`src/rtl/cfir_pkg.sv`:
```
// Package cfir_pkg
// Shared width arithmetic for the complex FIR filter.
// Assumes every operand is two's complement and that the guard counts are non-negative.
package cfir_pkg;

    // Bits of one complex-tap part: full product plus one bit for the add or subtract.
    function automatic int tap_width(input int dw, input int cw);
        return dw + cw + 1;
    endfunction

    // Bits of the output: tap width, plus growth from summing the taps, plus cascade headroom.
    function automatic int out_width(input int dw, input int cw, input int taps, input int casc_guard);
        return tap_width(dw, cw) + $clog2(taps) + casc_guard;
    endfunction

endpackage

```
`src/rtl/cfir_coef_bank.sv`:
```
// Module cfir_coef_bank
// Holds one complex coefficient per tap and updates the addressed tap on a write.
// Assumes indices at or above TAPS are to be ignored. The registers have no reset,
// so the values survive the filter's reset.
module cfir_coef_bank #(
    parameter int TAPS = 2,
    parameter int CW   = 9,
    parameter int IW   = 2
) (
    input  logic                 clk,
    input  logic                 wr_en,
    input  logic [IW-1:0]        wr_idx,
    input  logic signed [CW-1:0] wr_re,
    input  logic signed [CW-1:0] wr_im,
    output logic signed [CW-1:0] h_re [TAPS],
    output logic signed [CW-1:0] h_im [TAPS]
);

    // Write the addressed coefficient; an index out of range matches no tap.
    always_ff @(posedge clk) begin
        for (int k = 0; k < TAPS; k++) begin
            if (wr_en && (wr_idx == IW'(k))) begin
                h_re[k] <= wr_re;
                h_im[k] <= wr_im;
            end
        end
    end

endmodule

```
`src/rtl/cfir_delay_line.sv`:
```
// Module cfir_delay_line
// Builds the sample window for the taps. Element 0 is the incoming sample;
// element k is the sample accepted k accepts earlier.
// Assumes the window moves only on accepted samples. Reset fills the history with zeros.
module cfir_delay_line #(
    parameter int TAPS = 2,
    parameter int DW   = 9
) (
    input  logic                 clk,
    input  logic                 rst_n,
    input  logic                 adv,
    input  logic signed [DW-1:0] in_re,
    input  logic signed [DW-1:0] in_im,
    output logic signed [DW-1:0] win_re [TAPS],
    output logic signed [DW-1:0] win_im [TAPS]
);

    // Newest position of the window is the live input.
    assign win_re[0] = in_re;
    assign win_im[0] = in_im;

    generate
        if (TAPS > 1) begin : g_hist
            localparam int DEPTH = TAPS - 1;
            logic signed [DW-1:0] hist_re [DEPTH];
            logic signed [DW-1:0] hist_im [DEPTH];

            // Shift the history by one place on every accepted sample.
            always_ff @(posedge clk) begin
                if (!rst_n) begin
                    for (int k = 0; k < DEPTH; k++) begin
                        hist_re[k] <= '0;
                        hist_im[k] <= '0;
                    end
                end else if (adv) begin
                    hist_re[0] <= in_re;
                    hist_im[0] <= in_im;
                    for (int k = 1; k < DEPTH; k++) begin
                        hist_re[k] <= hist_re[k-1];
                        hist_im[k] <= hist_im[k-1];
                    end
                end
            end

            for (genvar k = 1; k < TAPS; k++) begin : g_win
                assign win_re[k] = hist_re[k-1];
                assign win_im[k] = hist_im[k-1];
            end
        end
    endgenerate

endmodule

```
`src/rtl/cfir_cmac_tap.sv`:
```
// Module cfir_cmac_tap
// One complex tap: four real multipliers, registered, then one subtractor for the
// real part and one adder for the imaginary part.
// Assumes the caller enables the register only on accepted samples.
module cfir_cmac_tap #(
    parameter int DW = 9,
    parameter int CW = 9
) (
    input  logic                   clk,
    input  logic                   rst_n,
    input  logic                   en,
    input  logic signed [DW-1:0]   x_re,
    input  logic signed [DW-1:0]   x_im,
    input  logic signed [CW-1:0]   h_re,
    input  logic signed [CW-1:0]   h_im,
    output logic signed [DW+CW:0]  prod_re,
    output logic signed [DW+CW:0]  prod_im
);

    localparam int PW = DW + CW;

    logic signed [PW-1:0] m_rr, m_ii, m_ri, m_ir;
    logic signed [PW-1:0] q_rr, q_ii, q_ri, q_ir;

    // Form the four cross products of the complex multiply.
    always_comb begin
        m_rr = PW'(x_re) * PW'(h_re);
        m_ii = PW'(x_im) * PW'(h_im);
        m_ri = PW'(x_re) * PW'(h_im);
        m_ir = PW'(x_im) * PW'(h_re);
    end

    // Register the products for accepted samples.
    always_ff @(posedge clk) begin
        if (!rst_n) begin
            q_rr <= '0;
            q_ii <= '0;
            q_ri <= '0;
            q_ir <= '0;
        end else if (en) begin
            q_rr <= m_rr;
            q_ii <= m_ii;
            q_ri <= m_ri;
            q_ir <= m_ir;
        end
    end

    // Pair the registered products: subtract on the real path, add on the imaginary path.
    always_comb begin
        prod_re = {q_rr[PW-1], q_rr} - {q_ii[PW-1], q_ii};
        prod_im = {q_ri[PW-1], q_ri} + {q_ir[PW-1], q_ir};
    end

endmodule

```
`src/rtl/cfir_sum_stage.sv`:
```
// Module cfir_sum_stage
// Adds all tap results and the partial-sum inputs, and registers the complex output.
// Assumes OUT_W is wider than TW, so every tap result is sign-extended without loss.
module cfir_sum_stage #(
    parameter int TAPS  = 2,
    parameter int TW    = 19,
    parameter int OUT_W = 23
) (
    input  logic                    clk,
    input  logic                    rst_n,
    input  logic                    en,
    input  logic signed [TW-1:0]    tap_re [TAPS],
    input  logic signed [TW-1:0]    tap_im [TAPS],
    input  logic signed [OUT_W-1:0] casc_re,
    input  logic signed [OUT_W-1:0] casc_im,
    output logic signed [OUT_W-1:0] sum_re,
    output logic signed [OUT_W-1:0] sum_im
);

    localparam int EXT = OUT_W - TW;

    logic signed [OUT_W-1:0] acc_re, acc_im;

    // Sum the sign-extended tap parts, starting from the partial-sum inputs.
    always_comb begin
        acc_re = casc_re;
        acc_im = casc_im;
        for (int k = 0; k < TAPS; k++) begin
            acc_re = acc_re + {{EXT{tap_re[k][TW-1]}}, tap_re[k]};
            acc_im = acc_im + {{EXT{tap_im[k][TW-1]}}, tap_im[k]};
        end
    end

    // Load the output only for valid pipeline slots; hold it otherwise.
    always_ff @(posedge clk) begin
        if (!rst_n) begin
            sum_re <= '0;
            sum_im <= '0;
        end else if (en) begin
            sum_re <= acc_re;
            sum_im <= acc_im;
        end
    end

endmodule

```
`src/rtl/cplx_fir_cascade.sv`:
```
// Module cplx_fir_cascade
// Complex direct-form FIR filter with partial-sum inputs for chaining.
// There are two register stages: the tap products with the partial sums, then the output.
// Assumes CASC_GUARD >= 1 and that the chain depth stays within 2**CASC_GUARD instances.
module cplx_fir_cascade #(
    parameter int TAPS       = 2,
    parameter int DW         = 9,
    parameter int CW         = 9,
    parameter int CASC_GUARD = 3,
    localparam int IW        = $clog2(TAPS + 1),
    localparam int TW        = cfir_pkg::tap_width(DW, CW),
    localparam int OUT_W     = cfir_pkg::out_width(DW, CW, TAPS, CASC_GUARD)
) (
    input  logic                    clk,
    input  logic                    rst_n,
    input  logic                    in_valid,
    input  logic signed [DW-1:0]    in_re,
    input  logic signed [DW-1:0]    in_im,
    input  logic signed [OUT_W-1:0] casc_re_i,
    input  logic signed [OUT_W-1:0] casc_im_i,
    input  logic                    coef_we,
    input  logic [IW-1:0]           coef_idx,
    input  logic signed [CW-1:0]    coef_re,
    input  logic signed [CW-1:0]    coef_im,
    output logic                    out_valid,
    output logic signed [OUT_W-1:0] out_re,
    output logic signed [OUT_W-1:0] out_im
);

    logic signed [CW-1:0]    h_re   [TAPS];
    logic signed [CW-1:0]    h_im   [TAPS];
    logic signed [DW-1:0]    win_re [TAPS];
    logic signed [DW-1:0]    win_im [TAPS];
    logic signed [TW-1:0]    tap_re [TAPS];
    logic signed [TW-1:0]    tap_im [TAPS];
    logic signed [OUT_W-1:0] casc_re_q, casc_im_q;
    logic                    vld_s1;
    logic signed [DW-1:0]    dl0_re, dl0_im;

    cfir_coef_bank #(.TAPS(TAPS), .CW(CW), .IW(IW)) u_coef (
        .clk    (clk),
        .wr_en  (coef_we),
        .wr_idx (coef_idx),
        .wr_re  (coef_re),
        .wr_im  (coef_im),
        .h_re   (h_re),
        .h_im   (h_im)
    );

    cfir_delay_line #(.TAPS(TAPS), .DW(DW)) u_dly (
        .clk    (clk),
        .rst_n  (rst_n),
        .adv    (in_valid),
        .in_re  (in_re),
        .in_im  (in_im),
        .win_re (win_re),
        .win_im (win_im)
    );

    generate
        for (genvar k = 0; k < TAPS; k++) begin : g_tap
            cfir_cmac_tap #(.DW(DW), .CW(CW)) u_tap (
                .clk     (clk),
                .rst_n   (rst_n),
                .en      (in_valid),
                .x_re    (win_re[k]),
                .x_im    (win_im[k]),
                .h_re    (h_re[k]),
                .h_im    (h_im[k]),
                .prod_re (tap_re[k]),
                .prod_im (tap_im[k])
            );
        end
        // Newest stored history entry, brought out for the bound checker.
        if (TAPS > 1) begin : g_dl0
            assign dl0_re = win_re[1];
            assign dl0_im = win_im[1];
        end else begin : g_nodl
            assign dl0_re = in_re;
            assign dl0_im = in_im;
        end
    endgenerate

    // Stage one: capture the partial sums and the valid flag beside the products.
    always_ff @(posedge clk) begin
        if (!rst_n) begin
            vld_s1    <= 1'b0;
            casc_re_q <= '0;
            casc_im_q <= '0;
        end else begin
            vld_s1 <= in_valid;
            if (in_valid) begin
                casc_re_q <= casc_re_i;
                casc_im_q <= casc_im_i;
            end
        end
    end

    cfir_sum_stage #(.TAPS(TAPS), .TW(TW), .OUT_W(OUT_W)) u_sum (
        .clk     (clk),
        .rst_n   (rst_n),
        .en      (vld_s1),
        .tap_re  (tap_re),
        .tap_im  (tap_im),
        .casc_re (casc_re_q),
        .casc_im (casc_im_q),
        .sum_re  (out_re),
        .sum_im  (out_im)
    );

    // Stage two: the valid flag follows the output register.
    always_ff @(posedge clk) begin
        if (!rst_n) out_valid <= 1'b0;
        else        out_valid <= vld_s1;
    end

endmodule

```
`config.mk`:
```
export PLATFORM = sky130hd
export DESIGN_NAME = cplx_fir_cascade
export DESIGN_NICKNAME = d
export VERILOG_FILES = /design/src/rtl/cfir_pkg.sv /design/src/rtl/cfir_coef_bank.sv /design/src/rtl/cfir_delay_line.sv /design/src/rtl/cfir_cmac_tap.sv /design/src/rtl/cfir_sum_stage.sv /design/src/rtl/cplx_fir_cascade.sv
export SDC_FILE = /design/constraint.sdc
export NUM_CORES = 2
export LEC_CHECK = 0
export ABC_CLOCK_PERIOD_IN_PS = 6320
export BUFFER_PORTS_ARGS = -buffer_cell sky130_fd_sc_hd__buf_2
export CAP_MARGIN = 20
export CORE_ASPECT_RATIO = 1.2
export CORE_MARGIN = 2
export CORE_UTILIZATION = 54
export DETAILED_ROUTE_END_ITERATION = 8
export PLACE_DENSITY = 0.74
export SETUP_SLACK_MARGIN = 0.15
export SLEW_MARGIN = 20
export SYNTH_ARGS = -nofsm -noshare
export SYNTH_HDL_FRONTEND = slang
export SYNTH_SLANG_ARGS = --single-unit
```
`constraint.sdc`:
```
create_clock -name clk -period 6.32 [get_ports clk]
set_clock_uncertainty 0.1 [all_clocks]
set_input_delay 1.264 -clock clk [delete_from_list [all_inputs] [get_ports clk]]
set_output_delay 1.264 -clock clk [all_outputs]
set_load 0.05 [all_outputs]
```
==> results by group <==
Global route
  – Wire length of the first global-routing pass: 163.5 mm
  – Grt ovf: 0
  – Vias in the first global route: 30.94k
  – Maximum number of pins on one net before global-route repair: 95
  – Initial antenna violation count: 1
  – Overall Global Routing Usage: 27.36%

Critical path
  – Buf+Inv Stages, Crit Path: 4
  – Worst Setup Path Type: reg -> reg
  – Crit path launch type: flop
  – Most frequent cell on the critical path: sky130_fd_sc_hd__fa_1
  – Arrival time reported for the critical path endpoint: 6140 ps
  – CP peak stage delay: 680 ps
  – Critical path required time: 6630 ps
  – Critical path capture point type: flop
  – Cell family with most CP delay: adder cells
  – Crit Path Max Fanout: 13
  – Crit path cell chain: buf_4 > and2_1 > fa_1 > inv_1 > fa_1 > fa_1 > fa_1 > inv_1 > fa_1 > ha_1 > inv_1 > o21bai_1 > a21oi_1 > o21bai_1 > a21o_1 > a41o_1 > o41ai_1 > xnor2_1 > o21ai_0
  – Slowest stage cell, crit path: sky130_fd_sc_hd__edfxtp_1

Routing
  – DR iter-0 viols: about 1.7k
  – Number of vias after detailed routing: 29.54k
  – Antenna Nets Post-Route: 0
  – Total routed wirelength: between 100 and 150 mm
  – Mean number of vias per cell: between 5 and 6
  – First-pass DRT Iterations: 5
  – Routed length per placed instance: 18.63 µm
  – Post-route DRC: 0

Synthesis
  – Number of warnings printed during yosys synthesis: 0
  – Gate count of the mapped netlist: 4,376
  – Most instantiated flip-flop cell in the synthesis netlist: sky130_fd_sc_hd__dfxtp_1
  – Number of enable flip-flop cells after synthesis: between 50 and 60
  – Sequential fraction of the synthesis area: approximately 16%
  – Share of flip-flops with an asynchronous set or reset after synthesis: 0%
  – Flop and latch count out of synthesis: 292
  – Area leader, netlist: sky130_fd_sc_hd__fa_1
  – Cell variety after synth: 68
  – Post-synth net total: 5,492
  – Mapped Area: 40,120 µm²
  – Largest cells by area after synthesis: sky130_fd_sc_hd__fa_1 30%, sky130_fd_sc_hd__ha_1 13%, sky130_fd_sc_hd__dfxtp_1 12%
  – Fraction of synthesized cell area taken by the top area cell type: 30.44%
  – Most frequent cells after synthesis: 875 x sky130_fd_sc_hd__inv_1, 610 x sky130_fd_sc_hd__fa_1, 463 x sky130_fd_sc_hd__nand2_1, 418 x sky130_fd_sc_hd__ha_1, 238 x sky130_fd_sc_hd__dfxtp_1
  – Average cell area after synthesis: about 9 µm²
  – Leading cell type by number of instances after synthesis: sky130_fd_sc_hd__inv_1

Status
  – Outcome: finished, final reports clean

Cells and area
  – Register cell area after layout: between 6000 and 7000 µm²
  – Multi-input combinational cell area: 29,830 µm²
  – Post-layout util: 58.96%
  – Proportion of layout cells with a drive suffix above 1: 6.968%
  – Fillcell total: approximately 6.4k
  – Nets: 5,596
  – Count of antenna diodes in the layout: 0
  – Signed area change from the synthesized netlist to the final layout: 8.227%

Timing
  – Hold Vio Cnt, Final: 0
  – Worst slew slack as a fraction of its limit: 37.34%
  – Setup repair after global routing missed its margin: true
  – Final Critical Period: 5831 ps
  – Maximum clock frequency: 0.1715 GHz
  – Period Utilization, post-route: 92.27%
  – Setup TNS Final: 0 ps
  – Final setup violation count: 0
  – Transition time of the tightest slew-check pin: 935.5 ps
  – Max Transition Viols Final: 0

Worst hold path
  – Min-delay worst type: reg -> reg

Die
  – Placeable Area: 73,650 µm²
  – Die span in x: between 200 and 300 µm
  – Initial core utilization: 54.48%
  – Number of placement rows: 109
  – Die Outline Area: 76,510 µm²
  – I/O pin cnt: 135
  – Floorplan die height: 302.6 µm

Clock tree
  – Number of buffers added by the clock tree synthesis step: 36
  – Total of cells resized after clock tree synthesis: 0
  – Clk slew on worst S/H paths: roughly 60 ps
  – H-tree lvl count: 2
  – Clock Latency Late Sink: approximately 570 ps
  – Sink count of the clock tree: 292
  – Clock root buffer master: sky130_fd_sc_hd__clkbuf_16
  – CTS tree: done
  – Clk buf depth: 3

Pwr
  – Worst vdd rail ir drop: 0.5345 mV
  – Cell area power density: 534.4 nW/µm²
  – Leakage power figure: 22.41 nW

Place
  – IO Port Bufs: approximately 130
  – Half-perimeter wire length after placement: 83.11 mm
  – Weighted congestion reported at the end of routability-driven placement: around 0.95

Flow run
  – Max Cap Viol: 0
## flip-flops by register name (all words and copies together), names as in the netlist
register              cells
u_dly.g_hist.hist_im      9
u_coef.h_im              18
casc_re_q                23
u_dly.g_hist.hist_re      9
u_sum.sum_im             23
u_sum.sum_re             23
g_tap.u_tap.q_rr         36
g_tap.u_tap.q_ir         36
out_valid                 1
g_tap.u_tap.q_ii         36
vld_s1                    1
u_coef.h_re              18
casc_im_q                23
g_tap.u_tap.q_ri         36
## kinds of logic after synthesis
group / after synthesis / synth area share [%]
AND/OR/NAND/NOR: 1179 / 14.61
flip-flops: 292 / 15.92
XOR/XNOR: 247 / 5.392
adder cells (fa/ha/maj): 1028 / 43.47
buffers and inverters: 1041 / 9.780
multiplexers: 144 / 3.596
AO/OA/AOI/OAI: 445 / 7.235
## per-stage QoR
stage          power, mW  setup slack [ps]  instance area, µm²  hold WS (ps)  cells
5_1_grt            25.42             112.9               43420         384.5   5449
2_1_floorplan      16.05             170.3               40130         329.1   4376
4_1_cts            23.20             365.9               43260         361.8   5432
3_3_place_gp       20.37             141.1               41980         338.4   5368
3_5_place_dp       20.77             35.95               41980         347.8   5368
6_report           23.21             488.6               43420         358.4   5449
## power by group
group / switching, mW / leakage, nW / internal [mW]
registers: 0.275 / 2.49 / 2.28
logic: 10.8 / 19.3 / 7.62
clock network: 0.889 / 0.605 / 1.33
## timing repair
action	4_1_cts	5_1_grt
setup buffers	0	17
hold buffers	0	0
setup endpoints to repair	0	3
## layout make-up
cell class,count,area share [%]
clock buffers,44,2.262
clock inverters,20,0.6743
inverters,876,7.572
multi-input cells,3043,68.70
flip-flops and latches,292,14.71
well taps,943,2.717
repair buffers,231,3.363
## worst min-delay path: cells and delay by family (launching register included)
kind | cells | cell delay (ps)
flip-flops | 1 | 330
AND/OR/NAND/NOR | 1 | 50
AO/OA/AOI/OAI | 1 | 50
## layout by cell type (no fill, tap or decap), types with 54 or more instances in the layout
cell type                  count
sky130_fd_sc_hd__o21ai_0     106
sky130_fd_sc_hd__nand2_1     463
sky130_fd_sc_hd__dfxtp_1     237
sky130_fd_sc_hd__nor2b_1     170
sky130_fd_sc_hd__edfxtp_1     54
sky130_fd_sc_hd__a21oi_1     111
sky130_fd_sc_hd__a21o_1       59
sky130_fd_sc_hd__and2_1      234
sky130_fd_sc_hd__inv_1       875
sky130_fd_sc_hd__nor2_1      126
sky130_fd_sc_hd__mux2i_1     143
sky130_fd_sc_hd__buf_4        94
sky130_fd_sc_hd__fa_1        610
sky130_fd_sc_hd__buf_2       132
sky130_fd_sc_hd__xor2_1       82
sky130_fd_sc_hd__xnor2_1     165
sky130_fd_sc_hd__ha_1        418
## per-layer routing
layer	wire (µm)	track usage, %	vias up
met3	5572	3.260	201
met1	41530	34.85	14770
met5	0	0	-
met2	49790	47.22	801
met4	4609	11.62	0
li1	-	-	13770
## worst paths after layout
kind / start / to / slack (ps) / depth (start not counted)
worst max-delay path: u_coef.h_re[3]$_DFFE_PP_ / g_tap[1].u_tap.q_rr[17]$_SDFFE_PN0P_ / 490 / 19
worst min-delay path: g_tap[0].u_tap.q_rr[14]$_SDFFE_PN0P_ / g_tap[0].u_tap.q_rr[14]$_SDFFE_PN0P_ / 360 / 2
worst max register to register: u_coef.h_re[3]$_DFFE_PP_ / g_tap[1].u_tap.q_rr[17]$_SDFFE_PN0P_ / 490 / 19
worst min register to register: g_tap[0].u_tap.q_rr[14]$_SDFFE_PN0P_ / g_tap[0].u_tap.q_rr[14]$_SDFFE_PN0P_ / 360 / 2
No activity file was read; power rests on OpenSTA's default activity.
